--- src/rtl/alu8_pkg.sv ---
package alu8_pkg;

    typedef enum logic [4:0] {
        OP_ADD  = 5'd0,
        OP_ADC  = 5'd1,
        OP_SUB  = 5'd2,
        OP_SBC  = 5'd3,
        OP_CP   = 5'd4,
        OP_CPC  = 5'd5,
        OP_AND  = 5'd6,
        OP_OR   = 5'd7,
        OP_XOR  = 5'd8,
        OP_COM  = 5'd9,
        OP_NEG  = 5'd10,
        OP_INC  = 5'd11,
        OP_DEC  = 5'd12,
        OP_LSR  = 5'd13,
        OP_LSL  = 5'd14,
        OP_ROR  = 5'd15,
        OP_ROL  = 5'd16,
        OP_ASR  = 5'd17,
        OP_SWAP = 5'd18,
        OP_NOP  = 5'd19
    } alu_op_e;

    localparam int FC    = 0;
    localparam int FZ    = 1;
    localparam int FN    = 2;
    localparam int FV    = 3;
    localparam int FS    = 4;
    localparam int FH    = 5;
    localparam int NFLAG = 6;

    localparam logic [NFLAG-1:0] M_ARITH = 6'b111111;
    localparam logic [NFLAG-1:0] M_LOGIC = 6'b011110;
    localparam logic [NFLAG-1:0] M_SHIFT = 6'b011111;

endpackage

--- src/rtl/alu8_addsub.sv ---
module alu8_addsub #(
    parameter int W = 8
) (
    input  logic [W-1:0] x,
    input  logic [W-1:0] y,
    input  logic         cin,
    input  logic         sub,
    output logic [W-1:0] sum,
    output logic         co,
    output logic         hc,
    output logic         ov
);
    localparam int HB = W / 2;

    logic [W:0]  wide;
    logic [HB:0] low;

    always_comb begin
        if (sub) begin
            wide = {1'b0, x} - {1'b0, y} - {{W{1'b0}}, cin};
            low  = {1'b0, x[HB-1:0]} - {1'b0, y[HB-1:0]} - {{HB{1'b0}}, cin};
        end else begin
            wide = {1'b0, x} + {1'b0, y} + {{W{1'b0}}, cin};
            low  = {1'b0, x[HB-1:0]} + {1'b0, y[HB-1:0]} + {{HB{1'b0}}, cin};
        end
        sum = wide[W-1:0];
        co  = wide[W];
        hc  = low[HB];
        if (sub) ov = (x[W-1] != y[W-1]) && (wide[W-1] != x[W-1]);
        else     ov = (x[W-1] == y[W-1]) && (wide[W-1] != x[W-1]);
    end
endmodule

--- src/rtl/alu8_bitops.sv ---
module alu8_bitops
    import alu8_pkg::*;
#(
    parameter int W = 8
) (
    input  alu_op_e      op,
    input  logic [W-1:0] a,
    input  logic [W-1:0] b,
    input  logic         cin,
    output logic [W-1:0] res,
    output logic         sh_out
);
    localparam int HB = W / 2;
    localparam logic [W-1:0] ONE = {{(W-1){1'b0}}, 1'b1};

    always_comb begin
        res    = a;
        sh_out = 1'b0;
        unique case (op)
            OP_AND:  res = a & b;
            OP_OR:   res = a | b;
            OP_XOR:  res = a ^ b;
            OP_COM:  res = ~a;
            OP_INC:  res = a + ONE;
            OP_DEC:  res = a - ONE;
            OP_LSR:  begin res = {1'b0, a[W-1:1]};     sh_out = a[0];   end
            OP_LSL:  begin res = {a[W-2:0], 1'b0};     sh_out = a[W-1]; end
            OP_ROR:  begin res = {cin, a[W-1:1]};      sh_out = a[0];   end
            OP_ROL:  begin res = {a[W-2:0], cin};      sh_out = a[W-1]; end
            OP_ASR:  begin res = {a[W-1], a[W-1:1]};   sh_out = a[0];   end
            OP_SWAP: res = {a[HB-1:0], a[W-1:HB]};
            default: res = a;
        endcase
    end
endmodule

--- src/rtl/alu8_flagfile.sv ---
module alu8_flagfile #(
    parameter int N = 6
) (
    input  logic         clk,
    input  logic         rst_n,
    input  logic [N-1:0] upd_mask,
    input  logic [N-1:0] nxt_val,
    output logic [N-1:0] flag_d,
    output logic [N-1:0] flag_q
);
    assign flag_d = (flag_q & ~upd_mask) | (nxt_val & upd_mask);

    always_ff @(posedge clk or negedge rst_n) begin
        if (!rst_n) flag_q <= '0;
        else        flag_q <= flag_d;
    end

    for (genvar i = 0; i < N; i++) begin : g_hold
        p_hold_unmasked_r12: assert property (@(posedge clk) disable iff (!rst_n)
            !upd_mask[i] |=> $stable(flag_q[i]));
    end
endmodule

--- src/rtl/alu8_core.sv ---
module alu8_core
    import alu8_pkg::*;
#(
    parameter int W = 8
) (
    input  logic             clk,
    input  logic             rst_n,
    input  logic [4:0]       op_i,
    input  logic [W-1:0]     a_i,
    input  logic [W-1:0]     b_i,
    output logic [W-1:0]     result_o,
    output logic             result_we_o,
    output logic [NFLAG-1:0] flag_nxt_o,
    output logic [NFLAG-1:0] flag_q_o
);
    localparam logic [W-1:0] MIN_NEG = {1'b1, {(W-1){1'b0}}};
    localparam logic [W-1:0] MAX_POS = {1'b0, {(W-1){1'b1}}};

    alu_op_e          op;
    logic [NFLAG-1:0] flag_q, nxt, mask;
    logic [W-1:0]     as_x, as_y, as_sum, bo_res, res;
    logic             as_cin, as_sub, as_co, as_hc, as_ov, bo_sh;
    logic             c_n, h_n, v_n, z_n, we;

    assign op = alu_op_e'(op_i);

    assign as_sub = (op == OP_SUB) || (op == OP_SBC) || (op == OP_CP) ||
                    (op == OP_CPC) || (op == OP_NEG);
    assign as_cin = ((op == OP_ADC) || (op == OP_SBC) || (op == OP_CPC)) ? flag_q[FC] : 1'b0;
    assign as_x   = (op == OP_NEG) ? '0  : a_i;
    assign as_y   = (op == OP_NEG) ? a_i : b_i;

    alu8_addsub #(.W(W)) u_addsub (
        .x(as_x), .y(as_y), .cin(as_cin), .sub(as_sub),
        .sum(as_sum), .co(as_co), .hc(as_hc), .ov(as_ov)
    );

    alu8_bitops #(.W(W)) u_bitops (
        .op(op), .a(a_i), .b(b_i), .cin(flag_q[FC]),
        .res(bo_res), .sh_out(bo_sh)
    );

    always_comb begin
        res  = a_i;
        we   = 1'b0;
        mask = '0;
        c_n  = flag_q[FC];
        h_n  = flag_q[FH];
        v_n  = 1'b0;
        unique case (op)
            OP_ADD, OP_ADC, OP_SUB, OP_SBC, OP_NEG: begin
                res = as_sum; we = 1'b1; mask = M_ARITH;
                c_n = as_co;  h_n = as_hc; v_n = as_ov;
            end
            OP_CP, OP_CPC: begin
                res = as_sum; mask = M_ARITH;
                c_n = as_co;  h_n = as_hc; v_n = as_ov;
            end
            OP_AND, OP_OR, OP_XOR: begin
                res = bo_res; we = 1'b1; mask = M_LOGIC;
            end
            OP_COM: begin
                res = bo_res; we = 1'b1; mask = M_SHIFT; c_n = 1'b1;
            end
            OP_INC: begin
                res = bo_res; we = 1'b1; mask = M_LOGIC; v_n = (a_i == MAX_POS);
            end
            OP_DEC: begin
                res = bo_res; we = 1'b1; mask = M_LOGIC; v_n = (a_i == MIN_NEG);
            end
            OP_LSR, OP_LSL, OP_ROR, OP_ROL, OP_ASR: begin
                res = bo_res; we = 1'b1; mask = M_SHIFT;
                c_n = bo_sh;  v_n = bo_res[W-1] ^ bo_sh;
            end
            OP_SWAP: begin
                res = bo_res; we = 1'b1;
            end
            default: begin
                we = 1'b0;
            end
        endcase
    end

    assign z_n = ((op == OP_SBC) || (op == OP_CPC)) ? ((res == '0) && flag_q[FZ])
                                                   : (res == '0);

    always_comb begin
        nxt     = '0;
        nxt[FC] = c_n;
        nxt[FZ] = z_n;
        nxt[FN] = res[W-1];
        nxt[FV] = v_n;
        nxt[FS] = res[W-1] ^ v_n;
        nxt[FH] = h_n;
    end

    alu8_flagfile #(.N(NFLAG)) u_flags (
        .clk(clk), .rst_n(rst_n), .upd_mask(mask), .nxt_val(nxt),
        .flag_d(flag_nxt_o), .flag_q(flag_q)
    );

    assign result_o    = res;
    assign result_we_o = we;
    assign flag_q_o    = flag_q;

    p_sign_rule_r11: assert property (@(posedge clk) disable iff (!rst_n)
        flag_q[FS] == (flag_q[FN] ^ flag_q[FV]));

    p_compare_zero_r4: assert property (@(posedge clk) disable iff (!rst_n)
        (op_i == OP_CP) |=> (flag_q[FZ] == ($past(a_i) == $past(b_i))));

    p_com_carry_r6: assert property (@(posedge clk) disable iff (!rst_n)
        (op_i == OP_COM) |=> (flag_q[FC] && !flag_q[FV]));

    p_swap_keeps_r10: assert property (@(posedge clk) disable iff (!rst_n)
        ((op_i == OP_SWAP) || (op_i == OP_NOP)) |=> $stable(flag_q));

    p_inc_wrap_r8: assert property (@(posedge clk) disable iff (!rst_n)
        ((op_i == OP_INC) && (a_i == '1)) |=> flag_q[FZ]);
endmodule

--- config.mk ---
export PLATFORM = sky130hd
export DESIGN_NAME = alu8_core
export DESIGN_NICKNAME = d
export VERILOG_FILES = /design/src/rtl/alu8_pkg.sv /design/src/rtl/alu8_addsub.sv /design/src/rtl/alu8_bitops.sv /design/src/rtl/alu8_flagfile.sv /design/src/rtl/alu8_core.sv
export SDC_FILE = /design/constraint.sdc
export NUM_CORES = 1
export LEC_CHECK = 0
export ABC_AREA = 0
export BUFFER_PORTS_ARGS = -buffer_cell sky130_fd_sc_hd__buf_2
export CORE_MARGIN = 8
export CORE_UTILIZATION = 45
export DETAILED_ROUTE_END_ITERATION = 12
export PLACE_DENSITY = 0.64
export SLEW_MARGIN = 20
export SYNTH_ARGS = -nofsm -noshare
export SYNTH_HDL_FRONTEND = slang
export SYNTH_SLANG_ARGS = --single-unit
--- constraint.sdc ---
create_clock -name clk -period 5.7 [get_ports clk]
set_input_delay 0.285 -clock clk [delete_from_list [all_inputs] [get_ports clk]]
set_output_delay 0.285 -clock clk [all_outputs]
set_load 0.005 [all_outputs]
==> flow_summary.ini <==
[global_route]
grt_pass1_wl_um = 14300
grt_max_degree = 28
antenna_found_initial = 0
use_met2_pct = 31.0
gr-total-overflow = 0
grt_use_met1_pct = 26.5
grt.busiest_layer = met2
grt_pass1_vias = 2892
use_met3_pct = 2.80
gr-usage-all-layers_pct = 19.7

[cts]
clock-sinks = 6
postCtsSetupBuffers = 0
cts.htree.levels = 1
root_buffer = clkbuf_8
ctsResizeCount = 0
cts_buffers = 3
clockBufferDepth = 2
cts_tree = yes
clock_latency_ps = 230
clk_pin_slew_ps = 40
hold_buffers = 1

[run_status]
status = finished clean

[logic_synthesis]
syn-num-nets = 459
synth_edf_count = 0
synth.distinct_cells = 60
netlist_area_um2 = 2750
yosysWarnings = 0
ys_ff_latch = 6
syn_area_per_cell_um2 = 7.04
ys.flop_type = dfrtp_1
synthTopCellsByArea = ha_1 (19%), nor2_1 (5.9%), dfrtp_1 (5.5%)
yosys.area.top_type = ha_1
synthCells = 390
synth_top_cell_area_share_pct = 18.7
async_flop_share_pct = 100
seq_area_frac_synth_pct = 5.47

[pwr]
switching_share_pct = 47.9
p_int_uw = 212
ir_drop_mv = 0.137
p_sw_uw = 195
powerDensity_nw_per_um2 = 136
power_frac_clock_pct = 16.0
p_seq_share_pct = 14.5
p_leak_uw = 0.00141
comb_power_share_pct = 69.5

[placement]
dp_worst_setup_slack_ps = 730
dp_hpwl_um = 7060
portBuffers = 43
globalplace.congestion = 0.962

[sta]
setup_viol = 0
final.period_utilization_pct = 88.0
hold_viol_final = 0
worst_slew_pin_slew_ps = 783
setup_tns_ps = 0
fin_ws_ps = 684
clock_skew_ps = 6.48
max_slew_margin_pct = 47.8
finalCriticalPeriod_ps = 5020
finalMaxSlewViolations = 0
rsz0062_at_grt = false
fmax_mhz = 199

[finish]
drive_gt1_share_pct = 14.8
area_delta_synth_final_pct = 9.12
reg.largest.list = u_flags.flag_q: 6 flops
nNetsFinal = 484
antenna_cells = 0
mostFrequentLayoutCells = nor2_1 (43), buf_2 (43), ha_1 (41)
top_register = u_flags.flag_q
largest_reg_flops = 6

[floorplanning]
fp.dieH_um = 94.1
pin_count = 44
core_um2 = 5920
initial_core_util_pct = 46.4
row_count = 28
die_w_um = 94.1
dieArea_um2 = 8860

[setup_path]
crit_fanout = 22
critPathLaunchType = primary input
endpoint_kind = primary output
cp.arrival_ps = 4730
cp.required_ps = 5410
criticalPathCategory = in -> out

[min_path]
min_path_type = in -> async

[drt]
drt-vias-per-instance = 6.07
postRouteWirelength_um = 8740
drt_iter0_drc = 255
drcViolationCount = 0
vias = 2961
wl_per_cell_um = 17.9
ant_nets = 0
dr.pass1.iters = 7

[flow_run]
cap_viol_max_count = 0
-- metal layers --
layer / wire, um / up-vias / share of wire, %
met4: 219 / 0 / 2.5
met3: 762 / 18 / 8.7
met5: 0 / - / 0
met1: 3900 / 1350 / 45
li1: - / 1456 / -
met2: 3850 / 137 / 44
-- worst max-delay path: stages --
cell      delay [ps]
buf_2            310
nor3b_1          450
nand2_1          230
nand2_1          200
fa_1             200
inv_1             60
fa_1             440
o21a_1           200
nor2_1           210
xor2_1           200
o211ai_1         110
or4b_4           550
or3_1            440
or4_1            440
o32ai_2          250
buf_2            160
-- final cells by class --
class	instances	area, um2
sequential	6	150
tap	75	93.8
multi-input combinational	316	2300
inverter	40	150
clock buffer	3	41.3
timing repair buffer	48	255
fill	616	2930
-- synthesized netlist by cell type (6+ instances only) --
library cell,instances
nor2_1,43
ha_1,41
inv_1,40
nand2_1,35
o21ai_0,28
clkbuf_1,19
a21oi_1,18
nand3_1,10
xnor2_1,8
xor2_1,8
a222oi_1,7
a22oi_1,6
dfrtp_1,6
mux2i_1,6
o21a_1,6
-- cells by family after synthesis --
group | share of synthesized area, %
adder cells (fa/ha/maj) | 22.3
flip-flops | 5.47
buffers and inverters | 10.8
AND/OR/NAND/NOR | 23.5
multiplexers | 3.42
AO/OA/AOI/OAI | 29.4
XOR/XNOR | 5.11
-- power groups by stage --
stage	clock network, uW	registers (uW)	logic [uW]
2_1_floorplan	0	57.8	191
3_3_place_gp	0	58.8	277
3_5_place_dp	0	59.2	279
4_1_cts	65.3	58.7	280
5_1_grt	67.7	60.2	314
6_report	65.3	58.8	283
-- through the flow --
| stage | instance area (um2) | hold slack (ps) | power (uW) | util (%) | std cells |
|---|---|---|---|---|---|
| finish | 3000 | 420 | 407 | 50.6 | 488 |
| global route | 3000 | 448 | 442 | 50.6 | 488 |
| CTS | 3000 | 419 | 405 | 50.6 | 488 |
| detailed placement | 2940 | 119 | 338 | 49.7 | 484 |
| global placement | 2940 | 115 | 335 | 49.7 | 484 |
| floorplan | 2750 | -10.6 | 249 | - | 390 |
-- final timing paths --
path | startpoint | end | slack, ps | depth (start not counted)
max | op_i[3] | flag_nxt_o[1] | 680 | 16
min | rst_n | u_flags.flag_q[2] | 420 | 2
max reg2reg | u_flags.flag_q[0] | u_flags.flag_q[1] | 1860 | 13
min reg2reg | u_flags.flag_q[3] | u_flags.flag_q[3] | 530 | 2
max in group asynchronous | rst_n | u_flags.flag_q[5] | 5130 | 2
min in group clk | u_flags.flag_q[3] | u_flags.flag_q[3] | 530 | 2
Note: power is estimated with default switching activity, not from simulation.
